==> config.mk <==
export PLATFORM = sky130hd
export DESIGN_NAME = branch_cond_eval
export DESIGN_NICKNAME = d
export VERILOG_FILES = /design/src/rtl/bcc_pkg.sv /design/src/rtl/bcc_zero_detect.sv /design/src/rtl/bcc_flag_test.sv /design/src/rtl/bcc_out_stage.sv /design/src/rtl/branch_cond_eval.sv
export SDC_FILE = /design/constraint.sdc
export NUM_CORES = 1
export LEC_CHECK = 0
export BUFFER_PORTS_ARGS = -buffer_cell sky130_fd_sc_hd__buf_2
export CELL_PAD_IN_SITES_DETAIL_PLACEMENT = 1
export CELL_PAD_IN_SITES_GLOBAL_PLACEMENT = 2
export CORE_ASPECT_RATIO = 0.75
export CORE_MARGIN = 4
export CORE_UTILIZATION = 13
export CTS_CLUSTER_DIAMETER = 60
export DETAILED_ROUTE_END_ITERATION = 6
export PLACE_DENSITY = 0.88
export SETUP_SLACK_MARGIN = 0.02
export SYNTH_ARGS = -nofsm -noshare
export SYNTH_HDL_FRONTEND = slang
export SYNTH_SLANG_ARGS = --single-unit
==> constraint.sdc <==
create_clock -name clk -period 1.1 [get_ports clk]
set_input_delay 0.22 -clock clk [delete_from_list [all_inputs] [get_ports clk]]
set_output_delay 0.22 -clock clk [all_outputs]
set_load 0.02 [all_outputs]
==> src/rtl/bcc_pkg.sv <==
package bcc_pkg;

    typedef enum logic [3:0] {
        COND_CC = 4'd0,
        COND_CS = 4'd1,
        COND_NE = 4'd2,
        COND_EQ = 4'd3,
        COND_VC = 4'd4,
        COND_VS = 4'd5,
        COND_PL = 4'd6,
        COND_MI = 4'd7,
        COND_LS = 4'd8,
        COND_HI = 4'd9,
        COND_GE = 4'd10,
        COND_LT = 4'd11,
        COND_GT = 4'd12,
        COND_LE = 4'd13,
        COND_AL = 4'd14,
        COND_PF = 4'd15
    } cond_e;

    typedef struct packed {
        logic p;
        logic n;
        logic z;
        logic v;
        logic c;
    } flags_t;

    typedef enum logic {
        ST_EMPTY = 1'b0,
        ST_HOLD  = 1'b1
    } out_state_e;

endpackage

==> src/rtl/bcc_zero_detect.sv <==
module bcc_zero_detect #(
    parameter int DATA_W  = 32,
    parameter int CHUNK_W = 8
) (
    input  logic [DATA_W-1:0] value,
    output logic              is_zero
);
    localparam int NUM_CHUNKS = (DATA_W + CHUNK_W - 1) / CHUNK_W;
    localparam int PAD_W      = NUM_CHUNKS * CHUNK_W;

    logic [PAD_W-1:0]      padded;
    logic [NUM_CHUNKS-1:0] chunk_any;

    always_comb begin
        padded = '0;
        padded[DATA_W-1:0] = value;
    end

    // Split the OR tree into chunks to keep each level shallow.
    for (genvar g = 0; g < NUM_CHUNKS; g++) begin : g_chunk
        assign chunk_any[g] = |padded[g*CHUNK_W +: CHUNK_W];
    end

    assign is_zero = ~|chunk_any;
endmodule

==> src/rtl/bcc_flag_test.sv <==
module bcc_flag_test
    import bcc_pkg::*;
(
    input  cond_e  cond,
    input  flags_t flags,
    input  logic   fast_path,
    input  logic   result_zero,
    output logic   taken
);
    logic z_eff;
    logic n_ne_v;

    // Fast path: zero-ness of the stored result stands in for Z.
    assign z_eff  = fast_path ? result_zero : flags.z;
    assign n_ne_v = flags.n ^ flags.v;

    always_comb begin
        unique case (cond)
            COND_CC: taken = ~flags.c;
            COND_CS: taken = flags.c;
            COND_NE: taken = ~z_eff;
            COND_EQ: taken = z_eff;
            COND_VC: taken = ~flags.v;
            COND_VS: taken = flags.v;
            COND_PL: taken = ~flags.n;
            COND_MI: taken = flags.n;
            COND_LS: taken = flags.c | flags.z;
            COND_HI: taken = ~(flags.c | flags.z);
            COND_GE: taken = ~n_ne_v;
            COND_LT: taken = n_ne_v;
            COND_GT: taken = ~flags.z & ~n_ne_v;
            COND_LE: taken = flags.z | n_ne_v;
            COND_AL: taken = 1'b1;
            COND_PF: taken = flags.p;
            default: taken = 1'b0;
        endcase
    end
endmodule

==> src/rtl/bcc_out_stage.sv <==
module bcc_out_stage
    import bcc_pkg::*;
#(
    parameter int DATA_W = 32
) (
    input  logic              clk,
    input  logic              rst_n,
    input  logic              load,
    input  logic              taken_d,
    output logic              valid_q,
    output logic              taken_q,
    output logic [DATA_W-1:0] set_value
);
    out_state_e state_q;
    out_state_e state_d;

    always_comb begin
        unique case (state_q)
            ST_EMPTY: state_d = load ? ST_HOLD : ST_EMPTY;
            ST_HOLD:  state_d = load ? ST_HOLD : ST_EMPTY;
            default:  state_d = ST_EMPTY;
        endcase
    end

    always_ff @(posedge clk or negedge rst_n) begin
        if (!rst_n) begin
            state_q <= ST_EMPTY;
        end else begin
            state_q <= state_d;
        end
    end

    always_ff @(posedge clk or negedge rst_n) begin
        if (!rst_n) begin
            taken_q <= 1'b0;
        end else if (load) begin
            taken_q <= taken_d;
        end
    end

    assign valid_q   = (state_q == ST_HOLD);
    assign set_value = {{(DATA_W-1){1'b0}}, taken_q};
endmodule

==> src/rtl/branch_cond_eval.sv <==
module branch_cond_eval
    import bcc_pkg::*;
#(
    parameter int DATA_W  = 32,
    parameter int CHUNK_W = 8
) (
    input  logic              clk,
    input  logic              rst_n,
    input  logic              in_valid,
    input  logic [3:0]        in_cond,
    input  logic [4:0]        in_flags,
    input  logic              in_flags_live,
    input  logic              in_last_arith,
    input  logic [DATA_W-1:0] in_result,
    output logic              out_valid,
    output logic              out_taken,
    output logic [DATA_W-1:0] out_set_value
);
    logic result_zero;
    logic fast_path;
    logic taken_comb;

    assign fast_path = ~in_flags_live & in_last_arith;

    bcc_zero_detect #(
        .DATA_W  (DATA_W),
        .CHUNK_W (CHUNK_W)
    ) u_zero (
        .value   (in_result),
        .is_zero (result_zero)
    );

    bcc_flag_test u_test (
        .cond        (cond_e'(in_cond)),
        .flags       (flags_t'(in_flags)),
        .fast_path   (fast_path),
        .result_zero (result_zero),
        .taken       (taken_comb)
    );

    bcc_out_stage #(
        .DATA_W (DATA_W)
    ) u_out (
        .clk       (clk),
        .rst_n     (rst_n),
        .load      (in_valid),
        .taken_d   (taken_comb),
        .valid_q   (out_valid),
        .taken_q   (out_taken),
        .set_value (out_set_value)
    );
endmodule

==> results of run 1 <==
[critical path: cells and delay by family]
kind	cells	cell delay [ns]
simple gates	3	1.22
compound gates	2	0.25
buf+inv	1	0.09
[final cells by class]
cell class,instances,area [sq um],share of cell area
Inverter,2,7.507,0.008547
Clock buffer,3,41.29,0.04701
Timing Repair Buffer,57,316.6,0.3604
Tap cell,55,68.82,0.07835
Multi-Input combinational cell,67,394.1,0.4487
Sequential cell,2,50.05,0.05698
[timing repair]
action,in CTS,in global routing
resized for setup,2,5
endpoints found under the hold margin,2,0
hold buffers,1,0
setup endpoints to repair,1,1
pin swaps,1,2
[metal layers]
metal  vias up  GRT usage
li1        318          -
met1       288    0.06768
met2        33     0.1210
met3         0   0.006443
met4         0    0.03061
met5         -          0
[registers in the layout (all words and copies together) (netlist names)]
name	count
u_out.valid_q	1
u_out.taken_q	1
[cells by family (layout without fill, tap and decap cells)]
kind of cell    count (synthesis)  in the layout
buf+inv                        35             62
flops                           2              2
mux                             2              2
simple gates                   24             24
compound gates                  9              9
other cells                     1             31
xor+xnor                        1              1
[synthesized netlist by cell type (all sizes together) (2+ instances only)]
cell type	n	area (sq um)
inv	2	7.510
dfrtp	2	50.05
nor2	4	15.01
nand2b	2	12.51
a31oi	2	12.51
nor2b	2	12.51
buf	32	240.2
or3	2	12.51
nor4	8	50.05
[worst max path at each step]
stage | startpoint | to | cells after the start
finish | in_result[8] | u_out.taken_q$_DFFE_PN0P_ | 6
global route | in_result[8] | u_out.taken_q$_DFFE_PN0P_ | 6
CTS | in_result[8] | u_out.taken_q$_DFFE_PN0P_ | 6
detailed placement | in_result[8] | u_out.taken_q$_DFFE_PN0P_ | 6
global placement | in_result[8] | u_out.taken_q$_DFFE_PN0P_ | 6
floorplan | in_result[8] | u_out.taken_q$_DFFE_PN0P_ | 5
[power by group through the flow]
stage	Clock (W)	Sequential, W	Combinational, W
finish	0.000283	0.0000853	0.000317
CTS	0.000291	0.0000858	0.000312
detailed placement	0	0.0000866	0.000305
global placement	0	0.0000860	0.000298
floorplan	0	0.0000953	0.000248
global route	0.000294	0.0000869	0.000346
[per-stage QoR]
step	hold slack (ns)	TNS, ns
finish	0.1484	-0.6020
floorplan	-0.07559	-0.5951
CTS	0.1447	-0.5623
global route	0.1439	-0.6341
global placement	0.007588	-0.8067
detailed placement	0.01101	-0.8408
[cells in the final DEF (no fill, tap or decap), drive strengths merged, types with 2 or more instances in the layout]
| cell type | synthesis | routed |
|---|---|---|
| inv | 2 | 2 |
| nor4 | 8 | 8 |
| buf | 32 | 56 |
| clkbuf | 1 | 3 |
| dfrtp | 2 | 2 |
| a31oi | 2 | 2 |
| nor2 | 4 | 4 |
| or3 | 2 | 2 |
| conb | 1 | 31 |
| nor2b | 2 | 2 |
| nand2b | 2 | 2 |
==> results.toml, run 1 <==
[status]
status = "finished, violations left"
violations = "setup timing"

[logic_synthesis]
synthArstFlopShare = 1.000
postSynthAreaPerCell_sq_um = 7.406
synth_seq_area_share = 0.09132
yosys.area_share.simple = 0.2580
synth-adder-area-share = 0
synth_compound_area_frac = 0.1301
muxShareOfSynthArea = 0.03881
ys.flop_type = "dfrtp_1"
ys.warnings.count = 0
synth_top_family_by_area = "buffers and inverters"
yosysUniqueCellTypes = 27
postSynthCellCount = 74
synth_xor_area_frac = 0.01598
synth_area_sq_um = 548.0
synth_edf_count = 0
ys_seq_elements = 2

[detailed_routing]
antenna_left = 0
drcViolationCount = 0
routedWlPerCell_um = 10.43
met3WireLength_um = 155
vias = 639
vias_per_cell = 3.435
wl_met2_um = 1126
firstDrtPassIters = 4
routed.top_layer = "met3"
wirelength_um = 1940
drtIter0Drc = 15
wl_met1_um = 659

[sta]
rsz0062_at_grt = "true"
finalSetupViolCount = 1
hold_violations = 0
skew_ns = 0
period_share = 1.547
fmax_ghz = 0.5876
final.setup.worst_slack_ns = -0.6020
fin_crit_ns = 1.702
slew_violations = 0

[placement]
gp_congestion = 0.6798
place_inst = 182
placed_area_sq_um = 785.8
pre_cts_ws_ns = -0.8408
hpwl_um = 1786
numPortBuffers = 48

[hold_path]
holdPathStages = 1
hold_start = "in_valid"
whs_endpoint = "u_out.valid_q$_DFF_PN0_"
worstHoldPathType = "in -> reg"

[clock_network]
cts_num_sinks = 2
cts_setup_buffers = 0
cts_buffers = 3
clock-root-buffer = "clkbuf_8"
cts_tree = "yes"
cts_buffer_depth = 2
clkLatencyLatePin_ns = 0.21
clk_pin_slew_ns = 0.03
cts_max_level = 1

[pwr]
p_total_w = 0.0006858
combinationalPowerShare = 0.462
leakage_nw = 0.4499
power.density_nw_per_um2 = 780.8
internal_power_w = 0.0004391
switching_share = 0.3598
seq_power_share = 0.124
clkPwrFrac = 0.413
power_switching_w = 0.0002467
peakVddDrop_uv = 240.5

[global_routing]
antenna_found_initial = 0
overflow = 0
grt_pass1_wl_um = 2822
grt_pass1_vias = 683
grt.total_usage = 0.06250
grt_max_degree = 8

[critical_path]
regToRegSetupSlack_ns = 0.44
crit_slowest_cell = "or4_4"
rr_worst_depth = 2
worstReg2RegStart = "u_out.taken_q$_DFFE_PN0P_"
r2r-end = "u_out.taken_q$_DFFE_PN0P_"
critPathKind = "in -> reg"
worstPathArrival_ns = 1.78
slowest_delay_ns = 0.52
startpoint_type = "primary input"
crit_chain = "buf_6, or4_4, or3_4, or3_4, a31oi_4, a31oi_1"
crit_path_max_fanout = 2
worstPathRequired_ns = 1.17
cpMostUsedCell = "or3_4"
critPathCaptureType = "register"

[floorplanning]
num_rows = 20
die_w_um = 82.97
die_h_um = 64.23
ios = 80
initial_core_util = 0.1352
coreArea_sq_um = 4054
die_area_sq_um = 5329

[cells_and_area]
fin_cells = 186
antenna_cells = 0
nFillCells = 536
drive_gt1_frac = 0.4962
nNetsFinal = 179
fin_util = 0.2167
syn_to_final_growth_pct = 60.27
final_area_sq_um = 878.3

[flow_run]
max_cap_viol_count = 0
Note: power is estimated with default switching activity, not from simulation.
==> run 2: changes to the inputs <==
- CELL_PAD_IN_SITES_DETAIL_PLACEMENT: 1 -> 0
- CELL_PAD_IN_SITES_GLOBAL_PLACEMENT: 2 -> 1
- CORE_UTILIZATION: 13 -> 18
- PLACE_DENSITY: 0.88 -> 0.87
==> run 2 against run 1 <==
Compared with the run above:
- setup slack better by 0.085 ns
- clock power about the same
- wire length down 26%
- design area down 5.7%
- first-iteration DRC count down 67%
- die area down 25%
- the run still ends with setup timing left
- combinational power down 4%
- sequential power up 1%
- non-clock buffer count down 2
- total power down 2.0%
- clock skew unchanged
==> results.toml, run 2 (synthesis results as in run 1) <==
[floorplanning]
num_rows = 17
coreArea_sq_um = 2935
die_w_um = 71.72
die_area_sq_um = 4001
die_h_um = 55.79
ios = 80
initial_core_util = 0.1867

[sta]
period_share = 1.470
rsz0062_at_grt = "true"
slew_violations = 0
hold_violations = 0
fin_crit_ns = 1.617
skew_ns = 0
fin_tns_setup_ns = -0.5174
fmax_ghz = 0.6183
final.setup.worst_slack_ns = -0.5174
finalSetupViolCount = 1

[global_routing]
grt.total_usage = 0.06236
grt_pass1_vias = 521
grt_pass1_wl_um = 2021
overflow = 0
grt_max_degree = 8
antenna_found_initial = 0

[cells_and_area]
nFillCells = 336
fin_cells = 167
multiInputGateArea_sq_um = 367.9
final_cell_mix = "buf_2 (47), conb_1 (31), nor4_1 (8)"
antenna_cells = 0
final_common_cell = "buf_2"
nNetsFinal = 177
syn_to_final_growth_pct = 51.14
final_area_sq_um = 828.3
regArea_sq_um = 50.05
drive_gt1_frac = 0.4651

[hold_path]
worstHoldPathType = "in -> reg"

[pwr]
combinationalPowerShare = 0.450
power.density_nw_per_um2 = 811.5
switching_share = 0.3521
seq_power_share = 0.129
leakage_nw = 0.4399
p_total_w = 0.0006721
internal_power_w = 0.0004355
clkPwrFrac = 0.421
peakVddDrop_uv = 257.2
power_switching_w = 0.0002367

[status]
status = "finished, violations left"
violations = "setup timing"

[placement]
numPortBuffers = 48
gp_congestion = 0.7993
hpwl_um = 1346
placed_area_sq_um = 762.0
place_inst = 163
pre_cts_ws_ns = -0.7908

[clock_network]
cts_tree = "yes"
clock-root-buffer = "clkbuf_8"
cts_buffers = 3
clk_pin_slew_ns = 0.03
cts_buffer_depth = 2
clkLatencyLatePin_ns = 0.21
cts_setup_buffers = 0
cts_max_level = 1
cts_num_sinks = 2

[detailed_routing]
routedWlPerCell_um = 8.581
drcViolationCount = 0
antenna_left = 0
drtIter0Drc = 5
vias_per_cell = 3.617
wirelength_um = 1433
firstDrtPassIters = 4
vias = 604

[critical_path]
worstPathRequired_ns = 1.17
crit_path_max_fanout = 2
startpoint_type = "primary input"
worstPathArrival_ns = 1.69
critPathKind = "in -> reg"
critPathCaptureType = "register"

[flow_run]
max_cap_viol_count = 0
==> run 2: cell count changes in the layout (fill, tap and decap cells not counted), sizes merged <==
cell,previous run,this run
buf,56,54
==> run 2: path summary, 6_finish.rpt <==
kind / from / endpoint / slack (ns) / cells past startpoint
max in group asynchronous: rst_n / u_out.taken_q$_DFFE_PN0P_ / 0.66 / 2
worst max-delay path: in_result[8] / u_out.taken_q$_DFFE_PN0P_ / -0.52 / 6
worst max register to register: u_out.taken_q$_DFFE_PN0P_ / u_out.taken_q$_DFFE_PN0P_ / 0.42 / 2
worst min register to register: u_out.taken_q$_DFFE_PN0P_ / u_out.taken_q$_DFFE_PN0P_ / 0.59 / 2
min in group asynchronous: rst_n / u_out.valid_q$_DFF_PN0_ / 0.34 / 2
worst min-delay path: in_valid / u_out.valid_q$_DFF_PN0_ / 0.15 / 1
==> run 2: repair_timing <==
action | 4_1_cts | 5_1_grt
endpoints found under the hold margin | 2 | 0
hold buffers | 1 | 0
resized for setup | 2 | 1
pin swaps | 1 | 0
endpoints found under the setup margin | 1 | 1
==> run 2: layout make-up <==
cell class,count,share of cell area
sequential,2,0.06042
inverter,2,0.009063
timing repair buffer,55,0.3792
tap,38,0.05740
clock buffer,3,0.04985
multi-input combinational,67,0.4441
==> run 2: per-stage QoR <==
stage | hold WS (ns) | utilization
3_3_place_gp | 0.007097 | 0.2596
3_5_place_dp | 0.007747 | 0.2596
2_1_floorplan | -0.07559 | -
5_1_grt | 0.1451 | 0.2822
4_1_cts | 0.1431 | 0.2805
6_report | 0.1486 | 0.2822
==> run 2: critical path, cell delays in order <==
cell and delay [ns]:
buf_6 0.09, or4_4 0.52, or3_4 0.34, or3_1 0.30
a31oi_1 0.13, a31oi_1 0.09
==> run 2: power by group through the flow <==
stage	clock (W)	sequential (W)	combinational [W]
6_report	0.000283	0.0000864	0.000303
5_1_grt	0.000303	0.0000872	0.000332
4_1_cts	0.000295	0.0000863	0.000302
3_5_place_dp	0	0.0000870	0.000295
3_3_place_gp	0	0.0000866	0.000293
2_1_floorplan	0	0.0000953	0.000248
==> run 2: layer usage <==
layer	vias up	wire, um	track usage
li1	314	-	-
met1	257	477	0.06874
met2	33	754	0.1060
met3	0	201	0.01444
met4	0	0	0.04021
met5	-	0	0
==> run 3: changes to the inputs <==
- CORE_ASPECT_RATIO: 0.75 -> not set
==> run 3 against run 2 <==
Compared with the run above:
- the run still ends with setup timing left
- largest cell class unchanged
- first-iteration DRC count unchanged
- clock skew unchanged
- worst hold slack got worse by 0.017 ns
==> results.toml, run 3 (synthesis results as in run 1) <==
[global_routing]
grt-busiest-layer = "met2"
use_met2 = 0.1252
grt.total_usage = 0.06583
grt_use_met1 = 0.06922
antenna_found_initial = 0
grt_util_met3 = 0.01066
grt_pass1_wl_um = 2097
overflow = 0
grt_max_degree = 7
grt_pass1_vias = 523

[sta]
finalSetupViolCount = 1
fin_crit_ns = 1.608
skew_ns = 0
rsz0062_at_grt = "true"
fmax_ghz = 0.6218
fin_tns_setup_ns = -0.5083
slew_violations = 0
period_share = 1.462
hold_violations = 0
holdWs_ns = 0.1312
final.setup.worst_slack_ns = -0.5083

[critical_path]
startpoint_type = "primary input"
critPathCaptureType = "register"
worstReg2RegStart = "u_out.taken_q$_DFFE_PN0P_"
crit_chain = "buf_6, or4_4, or3_4, or3_1, a31oi_1, a31oi_1"
regToRegSetupSlack_ns = 0.42
crit_path_max_fanout = 2
slowest_delay_ns = 0.51
worstPathRequired_ns = 1.19
cpMostUsedCell = "a31oi_1"
critPathKind = "in -> reg"
rr_worst_depth = 2
worstPathArrival_ns = 1.70
r2r-end = "u_out.taken_q$_DFFE_PN0P_"
crit_slowest_cell = "or4_4"

[clock_network]
clk_pin_slew_ns = 0.03
clkLatencyLatePin_ns = 0.22
cts_buffers = 3
cts_max_level = 1
cts_buffer_depth = 2
cts_setup_buffers = 0
cts_num_sinks = 2
clock-root-buffer = "clkbuf_4"
cts_tree = "yes"

[status]
violations = "setup timing"
status = "finished, violations left"

[cells_and_area]
antenna_cells = 0
final_cell_mix = "buf_2 (47), conb_1 (31), nor4_1 (8), buf_4 (8), nor2_1 (4)"
nFillCells = 311
fin_cells = 163
nNetsFinal = 180
drive_gt1_frac = 0.4773
final_common_cell = "buf_2"
syn_to_final_growth_pct = 50.23

[pwr]
clkPwrFrac = 0.291
leakage_nw = 0.4475
combinationalPowerShare = 0.558
peakVddDrop_uv = 178.8
switching_share = 0.4104
power_switching_w = 0.0002324
internal_power_w = 0.0003339
seq_power_share = 0.151
power.density_nw_per_um2 = 687.9

[hold_path]
holdPathStages = 1
hold_start = "in_valid"
worstHoldPathType = "in -> reg"
whs_endpoint = "u_out.valid_q$_DFF_PN0_"

[flow_run]
max_cap_viol_count = 0

[floorplanning]
die_h_um = 63.18
num_rows = 19
die_w_um = 63.18
ios = 80
coreArea_sq_um = 2829
initial_core_util = 0.1937
die_area_sq_um = 3991

[placement]
gp_congestion = 0.6941
hpwl_um = 1457
place_inst = 159
numPortBuffers = 48

[detailed_routing]
drtIter0Drc = 5
vias_per_cell = 3.767
drcViolationCount = 0
antenna_left = 0
firstDrtPassIters = 3
vias = 614
wirelength_um = 1601
routedWlPerCell_um = 9.822
## run 3: changes by cell type in the layout (fill, tap and decap cells not counted), sizes merged
cell,before,now
buf,54,57
## run 3: critical path: cells and delay by family
| family | cells | cell delay [ns] |
|---|---|---|
| and+or+nand+nor | 3 | 1.16 |
| AOI/OAI and AO/OA | 2 | 0.24 |
| buffers and inverters | 1 | 0.09 |
## run 3: final cells by class
type	count	area, sq um	area share
clock buffer	3	22.52	0.02736
inverter	2	7.507	0.009119
multi-input combinational	67	367.9	0.4468
sequential	2	50.05	0.06079
tap	31	38.79	0.04711
timing repair buffer	58	336.6	0.4088
## run 3: how the worst max path moves through the flow
stage | from | to | slack, ns | depth (start not counted)
2_1_floorplan | in_result[8] | u_out.taken_q$_DFFE_PN0P_ | -0.60 | 5
3_3_place_gp | in_result[8] | u_out.taken_q$_DFFE_PN0P_ | -0.74 | 6
3_5_place_dp | in_result[8] | u_out.taken_q$_DFFE_PN0P_ | -0.79 | 6
4_1_cts | in_result[8] | u_out.taken_q$_DFFE_PN0P_ | -0.50 | 6
5_1_grt | in_result[8] | u_out.taken_q$_DFFE_PN0P_ | -0.54 | 6
6_report | in_result[8] | u_out.taken_q$_DFFE_PN0P_ | -0.51 | 6
## run 3: what timing repair did
item / 4_1_cts / 5_1_grt
pin swaps: 1 / 0
resized for setup: 1 / 2
cloned: 0 / 0
hold endpoints to repair: 2 / 0
setup endpoints to repair: 1 / 1
hold buffers: 1 / 0
## run 3: through the flow
step	power (W)	util	cell area [sq um]	setup slack (ns)
final	0.0005663	0.2910	823.3	-0.5083
after global routing	0.0006127	0.2910	823.3	-0.5433
after CTS	0.0005749	0.2879	814.5	-0.5042
after detailed placement	0.0003928	0.2742	775.7	-0.7866
after global placement	0.0003921	0.2742	775.7	-0.7421
after floorplan	0.0003437	-	660.6	-0.5951
## run 3: metal layers
| layer | up-vias | part of all wire | wire, um |
|---|---|---|---|
| li1 | 322 | - | - |
| met1 | 262 | 0.36 | 570 |
| met5 | - | 0 | 0 |
| met2 | 30 | 0.55 | 883 |
| met4 | 0 | 0 | 0 |
| met3 | 0 | 0.091 | 146 |
## run 3: power by group through the flow
stage | clock network, W | registers [W] | logic, W
5_1_grt | 0.000185 | 0.0000866 | 0.000341
3_3_place_gp | 0 | 0.0000863 | 0.000306
2_1_floorplan | 0 | 0.0000953 | 0.000248
4_1_cts | 0.000178 | 0.0000854 | 0.000312
3_5_place_dp | 0 | 0.0000862 | 0.000307
6_report | 0.000165 | 0.0000856 | 0.000316
